<file path="src/rtl/rpt_msg_pkg.sv">
package rpt_msg_pkg;

   typedef enum logic {
      SQ_WAIT = 1'b0,
      SQ_SEND = 1'b1
   } sq_state_e;

   function automatic bit len_in_range(input int len, input int max_len);
      return (len >= 1) && (len <= max_len);
   endfunction

endpackage

</file>
<file path="src/rtl/rpt_msg_store.sv">
module rpt_msg_store #(
   parameter int NBANK  = 2,
   parameter int DEPTH  = 64,
   parameter int DW     = 8,
   parameter int AW     = 6,
   parameter int BANK_W = 1
) (
   input  logic              clk,
   input  logic              wr_en,
   input  logic [BANK_W-1:0] wr_bank,
   input  logic [AW-1:0]     wr_addr,
   input  logic [DW-1:0]     wr_data,
   input  logic [BANK_W-1:0] rd_bank,
   input  logic [AW-1:0]     rd_addr,
   output logic [DW-1:0]     rd_data
);

   logic [DW-1:0] bank_rd [NBANK];

   for (genvar b = 0; b < NBANK; b++) begin : g_bank
      logic [DW-1:0] mem [DEPTH];

      always_ff @(posedge clk) begin
         if (wr_en && (wr_bank == BANK_W'(b))) begin
            mem[wr_addr] <= wr_data;
         end
      end

      assign bank_rd[b] = mem[rd_addr];
   end

   always_comb begin
      rd_data = bank_rd[0];
      for (int b = 1; b < NBANK; b++) begin
         if (rd_bank == BANK_W'(b)) rd_data = bank_rd[b];
      end
   end

endmodule

</file>
<file path="src/rtl/rpt_msg_bank_ctrl.sv">
module rpt_msg_bank_ctrl import rpt_msg_pkg::*; #(
   parameter int MAX_BYTES = 64,
   parameter int LEN_W     = 7
) (
   input  logic             clk,
   input  logic             rst_n,
   input  logic             cmt_en,
   input  logic [LEN_W-1:0] cmt_len,
   input  logic             cmt_short,
   input  logic             swap,
   output logic             act_bank,
   output logic             act_valid,
   output logic             pending,
   output logic [LEN_W-1:0] act_len,
   output logic             act_short,
   output logic [LEN_W-1:0] idle_len,
   output logic             idle_short
);

   logic             cmt_ok;
   logic [LEN_W-1:0] len_q   [2];
   logic             short_q [2];

   assign cmt_ok = cmt_en && len_in_range(int'(cmt_len), MAX_BYTES);

   // per-bank configuration, written only while that bank is idle
   for (genvar b = 0; b < 2; b++) begin : g_cfg
      always_ff @(posedge clk) begin
         if (!rst_n) begin
            len_q[b]   <= LEN_W'(1);
            short_q[b] <= 1'b0;
         end else if (cmt_ok && (act_bank != 1'(b))) begin
            len_q[b]   <= cmt_len;
            short_q[b] <= cmt_short;
         end
      end
   end

   always_ff @(posedge clk) begin
      if (!rst_n) begin
         act_bank  <= 1'b0;
         act_valid <= 1'b0;
         pending   <= 1'b0;
      end else if (swap) begin
         act_bank  <= ~act_bank;
         act_valid <= 1'b1;
         pending   <= 1'b0;
      end else if (cmt_ok) begin
         pending   <= 1'b1;
      end
   end

   assign act_len    = len_q[act_bank];
   assign act_short  = short_q[act_bank];
   assign idle_len   = len_q[~act_bank];
   assign idle_short = short_q[~act_bank];

endmodule

</file>
<file path="src/rtl/rpt_msg_seq.sv">
module rpt_msg_seq import rpt_msg_pkg::*; #(
   parameter int BYTE_W  = 8,
   parameter int SHORT_W = 6,
   parameter int ADDR_W  = 6,
   parameter int LEN_W   = 7,
   parameter int BIT_W   = 3
) (
   input  logic              clk,
   input  logic              rst_n,
   input  logic              mf_start,
   input  logic              bit_req,
   input  logic              act_bank,
   input  logic              act_valid,
   input  logic              pending,
   input  logic [LEN_W-1:0]  act_len,
   input  logic              act_short,
   input  logic [LEN_W-1:0]  idle_len,
   input  logic              idle_short,
   output logic              rd_bank,
   output logic [ADDR_W-1:0] rd_addr,
   input  logic [BYTE_W-1:0] rd_data,
   output logic              swap,
   output logic              running,
   output logic              bit_out,
   output logic              bit_vld
);

   sq_state_e         state_q, state_d;
   logic [ADDR_W-1:0] byte_q, byte_d, cur_byte;
   logic [BIT_W-1:0]  bit_q, bit_d, cur_bit, top_bit;
   logic              at_rest, start, live, eff_short;
   logic [LEN_W-1:0]  eff_len;
   logic              last_bit, last_byte, tx_bit;

   assign at_rest   = (state_q == SQ_WAIT);
   assign start     = mf_start && at_rest && (act_valid || pending);
   assign swap      = start && pending;
   assign live      = (state_q == SQ_SEND) || start;
   assign eff_len   = swap ? idle_len   : act_len;
   assign eff_short = swap ? idle_short : act_short;
   assign cur_byte  = start ? '0 : byte_q;
   assign cur_bit   = start ? '0 : bit_q;
   assign rd_bank   = swap ? ~act_bank : act_bank;
   assign rd_addr   = cur_byte;

   // packing variant: a second, shorter byte width only when it differs
   if (SHORT_W == BYTE_W) begin : g_single_pack
      assign top_bit = BIT_W'(BYTE_W - 1);
   end else begin : g_dual_pack
      assign top_bit = eff_short ? BIT_W'(SHORT_W - 1) : BIT_W'(BYTE_W - 1);
   end

   assign last_bit  = (cur_bit == top_bit);
   assign last_byte = (LEN_W'(cur_byte) == (eff_len - LEN_W'(1)));
   assign tx_bit    = live ? rd_data[cur_bit] : 1'b1;

   always_comb begin
      state_d = state_q;
      byte_d  = byte_q;
      bit_d   = bit_q;
      if (start) begin
         state_d = SQ_SEND;
         byte_d  = '0;
         bit_d   = '0;
      end
      if (live && bit_req) begin
         if (last_bit) begin
            bit_d = '0;
            if (last_byte) begin
               byte_d  = '0;
               state_d = SQ_WAIT;
            end else begin
               byte_d = cur_byte + ADDR_W'(1);
            end
         end else begin
            bit_d = cur_bit + BIT_W'(1);
         end
      end
   end

   always_ff @(posedge clk) begin
      if (!rst_n) begin
         state_q <= SQ_WAIT;
         byte_q  <= '0;
         bit_q   <= '0;
         bit_out <= 1'b1;
         bit_vld <= 1'b0;
      end else begin
         state_q <= state_d;
         byte_q  <= byte_d;
         bit_q   <= bit_d;
         bit_vld <= bit_req;
         if (bit_req) bit_out <= tx_bit;
      end
   end

   assign running = (state_q == SQ_SEND);

endmodule

</file>
<file path="src/rtl/rpt_msg_tx.sv">
module rpt_msg_tx #(
   parameter int MAX_BYTES = 64,
   parameter int BYTE_W    = 8,
   parameter int SHORT_W   = 6,
   localparam int ADDR_W   = $clog2(MAX_BYTES),
   localparam int LEN_W    = $clog2(MAX_BYTES + 1),
   localparam int BIT_W    = $clog2(BYTE_W)
) (
   input  logic              clk,
   input  logic              rst_n,
   input  logic              wr_en,
   input  logic [ADDR_W-1:0] wr_addr,
   input  logic [BYTE_W-1:0] wr_data,
   input  logic              cmt_en,
   input  logic [LEN_W-1:0]  cmt_len,
   input  logic              cmt_short,
   input  logic              mf_start,
   input  logic              bit_req,
   output logic              bit_out,
   output logic              bit_vld,
   output logic              busy
);

   if (MAX_BYTES < 2) begin : g_bad_depth
      $error("rpt_msg_tx: MAX_BYTES must be at least 2");
   end
   if (BYTE_W < 2) begin : g_bad_width
      $error("rpt_msg_tx: BYTE_W must be at least 2");
   end
   if ((SHORT_W < 1) || (SHORT_W > BYTE_W)) begin : g_bad_short
      $error("rpt_msg_tx: SHORT_W must lie in 1..BYTE_W");
   end

   logic              act_bank, act_valid, pending, swap, running;
   logic [LEN_W-1:0]  act_len, idle_len;
   logic              act_short, idle_short;
   logic              rd_bank;
   logic [ADDR_W-1:0] rd_addr;
   logic [BYTE_W-1:0] rd_data;

   rpt_msg_store #(
      .NBANK  (2),
      .DEPTH  (MAX_BYTES),
      .DW     (BYTE_W),
      .AW     (ADDR_W),
      .BANK_W (1)
   ) u_store (
      .clk     (clk),
      .wr_en   (wr_en),
      .wr_bank (~act_bank),
      .wr_addr (wr_addr),
      .wr_data (wr_data),
      .rd_bank (rd_bank),
      .rd_addr (rd_addr),
      .rd_data (rd_data)
   );

   rpt_msg_bank_ctrl #(
      .MAX_BYTES (MAX_BYTES),
      .LEN_W     (LEN_W)
   ) u_ctrl (
      .clk        (clk),
      .rst_n      (rst_n),
      .cmt_en     (cmt_en),
      .cmt_len    (cmt_len),
      .cmt_short  (cmt_short),
      .swap       (swap),
      .act_bank   (act_bank),
      .act_valid  (act_valid),
      .pending    (pending),
      .act_len    (act_len),
      .act_short  (act_short),
      .idle_len   (idle_len),
      .idle_short (idle_short)
   );

   rpt_msg_seq #(
      .BYTE_W  (BYTE_W),
      .SHORT_W (SHORT_W),
      .ADDR_W  (ADDR_W),
      .LEN_W   (LEN_W),
      .BIT_W   (BIT_W)
   ) u_seq (
      .clk        (clk),
      .rst_n      (rst_n),
      .mf_start   (mf_start),
      .bit_req    (bit_req),
      .act_bank   (act_bank),
      .act_valid  (act_valid),
      .pending    (pending),
      .act_len    (act_len),
      .act_short  (act_short),
      .idle_len   (idle_len),
      .idle_short (idle_short),
      .rd_bank    (rd_bank),
      .rd_addr    (rd_addr),
      .rd_data    (rd_data),
      .swap       (swap),
      .running    (running),
      .bit_out    (bit_out),
      .bit_vld    (bit_vld)
   );

   assign busy = pending;

endmodule

</file>
<file path="config.mk">
export PLATFORM = sky130hd
export DESIGN_NAME = rpt_msg_tx
export DESIGN_NICKNAME = d
export VERILOG_FILES = /design/src/rtl/rpt_msg_pkg.sv /design/src/rtl/rpt_msg_store.sv /design/src/rtl/rpt_msg_bank_ctrl.sv /design/src/rtl/rpt_msg_seq.sv /design/src/rtl/rpt_msg_tx.sv
export SDC_FILE = /design/constraint.sdc
export NUM_CORES = 1
export LEC_CHECK = 0
export CAP_MARGIN = 25
export CORE_UTILIZATION = 33
export CTS_BUF_LIST = sky130_fd_sc_hd__clkbuf_8
export DETAILED_ROUTE_END_ITERATION = 16
export PLACE_DENSITY = 0.55
export SLEW_MARGIN = 10
export SYNTH_ARGS = -nofsm -noshare
export SYNTH_HDL_FRONTEND = slang
export SYNTH_HIERARCHICAL = 1
export SYNTH_SLANG_ARGS = --single-unit
</file>
<file path="constraint.sdc">
create_clock -name clk -period 11.7 [get_ports clk]
set_input_delay 1.755 -clock clk [delete_from_list [all_inputs] [get_ports clk]]
set_output_delay 1.755 -clock clk [all_outputs]
set_load 0.005 [all_outputs]
</file>
After elaboration in Yosys (flattened, before gate mapping)
Memory sizes are Yosys's and may differ from the RTL's. A register that Yosys moved wholly into a read port is not among the register bits. Index checks and enable logic that the tools add are counted.

Add/sub/neg operators: 3. $lt $le $gt $ge: 3. Equal/unequal tests: 2. Multiplexer cells: 36. Bitwise operators: 7. Reductions and logical operators: 13.

Operator list (number): $mux W6 (4); $mux W1 (23); $mux W7 (3); $logic_and A1 B1 Y1 (10); $mux W3 (3); $mux W8 (1); $eq A6 B7 Y1 (1); $ge A7 B1 Y1 const B (1); $le A7 B7 Y1 const B (1); $sub A7 B1 Y7 const B (1); $add A6 B1 Y6 const B (1); $lt A3 B4 Y1 const B (1); $or A1 B1 Y1 (4); $add A3 B1 Y3 const B (1); $bmux W1 S3 (1); $eq A3 B3 Y1 (1); $not A1 Y1 (3); $logic_or A1 B1 Y1 (2); $mux W2 (1); $reduce_or A2 Y1 (1).

Register bits after elaboration: 15. Memory bits (writable): 1040. Input port bits: 28. Output and inout bits: 3. Word-level logic and storage cells: 76. Memories: 4.

Memories: u_store.g_bank[0].mem (words 64, bits a word 8, read ports 1, clocked after Yosys merged registers in 0, write ports 1, RTL line rpt_msg_store.sv:21) `logic [DW-1:0] mem [DEPTH];`; u_store.g_bank[1].mem (words 64, bits a word 8, read ports 1, clocked after Yosys merged registers in 0, write ports 1, RTL line rpt_msg_store.sv:21); u_ctrl.len_q (words 2, bits a word 7, read ports 2, clocked after Yosys merged registers in 1, write ports 2, RTL line rpt_msg_bank_ctrl.sv:21) `logic [LEN_W-1:0] len_q [2];`; u_ctrl.short_q (words 2, bits a word 1, read ports 2, clocked after Yosys merged registers in 1, write ports 2, RTL line rpt_msg_bank_ctrl.sv:22) `logic short_q [2];`.

Logic depth before layout (Yosys ltp)
Word-level depth: 10. Depth in mapped cells: 16. Depth with buffers taken out: 13.

Modules after synthesis
The synthesis kept the hierarchy.

By module, submodules not included: rpt_msg_store (instances 1, cells each 1634, area each 39542.9 µm², sequential area each 30749.5 µm²); rpt_msg_seq (instances 1, cells each 153, area each 1172.4 µm², sequential area each 240.2 µm²); rpt_msg_bank_ctrl (instances 1, cells each 84, area each 1011.0 µm², sequential area each 550.5 µm²); rpt_msg_tx (instances 1, cells each 1, area each 3.8 µm², sequential area each 0.0 µm²).

Worst setup path before layout
Ideal clock, no wire load.

Kind: input-to-reg. Start: input mf_start. End: register u_seq.bit_out. Library setup time: 0.134 ns. Arrival: 5.406 ns. Data required time: 11.566 ns. Setup slack: 6.160 ns. Cell stages on the path: 15. Path buffers: 2. Cells stage by stage: o21a_1 > nand2_1 > and2_1 > clkbuf_1 > buf_1 > mux4_2 > mux4_2 > mux4_2 > mux2_2 > mux2_2 > nand2_1 > o21ai_0 > a31oi_1 > o211a_1 > o21ai_0.

Longest elaborated chain between the ends: 8. Elaborated cells between the ends (all ways): 13. Classes of those cells: mux (7); reduce/logical (4); memory (2).

Ends and longest elaborated chain: start, declared (RTL line rpt_msg_tx.sv:17) `input logic mf_start,`; $logic_and A1 B1 Y1 (*) (2 in a row) (RTL line rpt_msg_seq.sv:36) `assign start = mf_start && at_rest && (act_valid || pending);`; $mux W6 (*) (RTL line rpt_msg_seq.sv:41) `assign cur_byte = start ? '0 : byte_q;`; named net rd_addr[0] (RTL line rpt_msg_tx.sv:38) `logic [ADDR_W-1:0] rd_addr;`; $mem_v2 Z64 W8; $mux W8 (*) (RTL line rpt_msg_store.sv:35) `if (rd_bank == BANK_W'(b)) rd_data = bank_rd[b];`; named net rd_data[7] (RTL line rpt_msg_tx.sv:39) `logic [BYTE_W-1:0] rd_data;`; $bmux W1 S3 (*) (RTL line rpt_msg_seq.sv:55) `assign tx_bit = live ? rd_data[cur_bit] : 1'b1;`; $mux W1 (implied by the code) (*) (RTL line rpt_msg_seq.sv:55); $mux W1 (*) (RTL line rpt_msg_seq.sv:55); end signal, assigned (RTL line rpt_msg_seq.sv:93) `if (bit_req) bit_out <= tx_bit;`; end, declared (RTL line rpt_msg_seq.sv:24) `output logic bit_out,`.

The timed path passes the listed nets; every way through them passes the cells marked *. The select of a mux whose other input is x is not followed. A chain may end at the register's enable or synchronous reset.

Worst setup path in the final report
Ends and elaborated chain as after synthesis.

==> qor.yml <==
synth_fp_nets: 1903
portBuffers: 30
core_mm2: 0.126
async_reset_ff_frac: 0
syn-instance-count: 1872
synth.avg_cell_area_um2: 22.3
nets: 2052
worstHoldPathType: "register to register"
status: "finished clean"
ys.flop_type: "edfxtp_1"
fin_crit_sh: 0.553
dieArea_mm2: 0.128
final_common_cell: "edfxtp_1"
drt_pass1_iterations: 4
grt_pass1_wl_mm: 139
clock-sinks: 1056
rsz0062_at_grt: "no"
drv_slew: 0
synth-seq-area-share: 0.756
place.gp.congestion: 0.761
crit_type: "primary input to register"
num_rows: 130
cts_made_buffers: 173
synth.distinct_cells: 53
cts_tree: "yes"
crit_arrival_ns: 7.14
period_needed_ns: 6.47
avgViaCountPerCell: 5.15
synthToLayoutAreaGrowth_pct: 13.0
netlist_area_mm2: 0.0417
post_drt_wl_per_cell_um: 25.1
drc: 0
worstSkewPairLatency_ns: 0.83
combPwrFrac: 0.022
grt-ovfl-total: 0
io-pin-count: 31
setup_slack_ns: 5.23
htree_levels: 4
crit_path_end_kind: "register"
drive_above_1_share: 0.296
grt_pass1_vias: 20284
clk_path_buf_depth: 3
ir_worst_vdd_mv: 0.0999
cts_hold_buf: 0
grt_max_degree: 141
swShare: 0.214
finalSetupViolations: 0
drv_cap: 0
path_max_fanout: 140
die_h_um: 358
hold_violations: 0
ant_nets: 0
die_w_um: 358
grt_usage: 0.151
drt_iter0_drc: 1719
worst_slew_pin_slew_ns: 1.09
post_cts_resized: 0
final_cell_mix: "edfxtp_1, mux4_2, clkbuf_8"
cp-start-kind: "primary input"
initial_core_util: 0.332
skew_ns: 0.0441
fin_setup_tns_ns: 0
path_clk_slew_ns: 0.06
hpwlAfterDp_mm: 57.6
synth_edf_count: 1039
post-place-ws_ns: 4.06
switchingPower_mw: 1.55
nFillCells: 11316
relSlewSlack: 0.270
vias: 19539
p_per_area_mw_per_mm2: 153
postCtsSetupBuffers: 0
yosys_warnings: 6
cp_data_required_time_ns: 12.37
max_freq_mhz: 154
p_leak_nw: 14.1
antenna_found_initial: 11
p_int_mw: 5.69
drt-total-wl_mm: 95.2
cts_root_buf: "clkbuf_8"
seqPwrFrac: 0.577
ys_seq_elements: 1056
p_clk_frac: 0.401
-- cell families (layout without fill, tap and decap cells) --
logic type	count (synthesis)	count (layout)	share of synthesized area
buffers and inverters	119	388	0.0130
other	0	4	0
muxes	375	375	0.192
xor gates and xnor gates	9	9	0.00207
DFF	1056	1056	0.756
adders and majority gates	3	3	0.000900
AOI/OAI and AO/OA	36	36	0.00555
and+or+nand+nor	274	274	0.0312
-- through the flow --
stage	instance area [um^2]	util	instances	hold WS [ns]	power (mW)
after floorplan	41700	-	1872	0.442	4.31
after detailed placement	43900	0.349	3480	0.485	4.41
after global placement	43800	0.349	3475	0.470	4.40
after global routing	47200	0.375	3792	0.525	7.50
after CTS	46900	0.374	3775	0.499	7.33
final	47200	0.376	3795	0.493	7.24
-- flip-flops by register name (all words and copies together) (netlist names), named ones only --
| signal | cells |
|---|---|
| u_ctrl/short_q | 2 |
| u_seq/bit_vld | 1 |
| u_seq/bit_q | 3 |
| u_ctrl/act_bank | 1 |
| u_ctrl/act_valid | 1 |
| u_seq/running | 1 |
| u_store/g_bank.mem | 1024 |
| u_seq/byte_q | 6 |
| u_ctrl/pending | 1 |
| u_seq/bit_out | 1 |
| u_ctrl/len_q | 14 |
-- layer usage --
metal / up-vias / global-route usage / wire (um)
met4: 8 / 0.0468 / 1940
li1: 8192 / - / -
met5: - / 0 / 48
met1: 10566 / 0.200 / 39800
met3: 146 / 0.0398 / 6730
met2: 627 / 0.242 / 46700
-- worst max-delay path, stage by stage --
cell and delay, ns:
clkdlybuf4s50_1 0.46, o21a_1 0.20, a21boi_4 0.27, buf_12 0.60, buf_4 0.96, mux4_2 0.42, mux4_2 0.55, mux4_2 0.52
mux2_2 0.28, mux2_2 0.29, nand2_1 0.07, o21ai_0 0.08, a31oi_1 0.20, o211a_1 0.17, o21ai_0 0.08
-- layout make-up --
type | count | area, um^2 | area share
tap | 1650 | 2060 | 0.0438
antenna | 4 | 10.0 | 0.000212
clock buffer | 176 | 2420 | 0.0514
timing repair buffer | 71 | 732 | 0.0155
clock inverter | 119 | 633 | 0.0134
sequential | 1056 | 31500 | 0.669
multi-input combinational | 697 | 9670 | 0.205
inverter | 22 | 82.6 | 0.00175
-- synthesized netlist by cell type (all sizes together), types with 5 or more instances --
| master | count | area, um^2 |
|---|---|---|
| or3 | 6 | 48.8 |
| mux2i | 12 | 120 |
| mux4 | 336 | 7570 |
| clkbuf | 49 | 184 |
| and2 | 10 | 62.6 |
| o21ai | 13 | 65.1 |
| nand3b | 8 | 60.1 |
| nand3 | 21 | 105 |
| and3 | 6 | 37.5 |
| dfxtp | 17 | 340 |
| nand2 | 41 | 156 |
| o22ai | 5 | 31.3 |
| mux2 | 27 | 304 |
| nor2 | 141 | 529 |
| buf | 48 | 277 |
| edfxtp | 1039 | 31200 |
| xnor2 | 5 | 51.3 |
| nor4 | 6 | 43.8 |
| inv | 22 | 82.6 |
| nor3 | 11 | 60.1 |
-- path summary, 6_finish.rpt --
| check | start | endpoint | cells after the start | slack, ns |
|---|---|---|---|---|
| worst min register to register | u_ctrl/short_q[1] | u_ctrl/short_q[1] | 2 | 0.49 |
| worst max register to register | u_ctrl/pending | u_seq/bit_out | 14 | 6.16 |
| worst min-delay path | u_ctrl/short_q[1] | u_ctrl/short_q[1] | 2 | 0.49 |
| worst max-delay path | mf_start | u_seq/bit_out | 15 | 5.23 |
-- power groups by stage --
stage	Sequential, mW	Combinational [mW]	Clock, mW
after global routing	4.17	0.173	3.15
after global placement	4.25	0.150	0
after floorplan	4.25	0.0607	0
after detailed placement	4.25	0.158	0
final	4.17	0.159	2.90
after CTS	4.18	0.158	3.00
(Power assumes the default switching activity.)
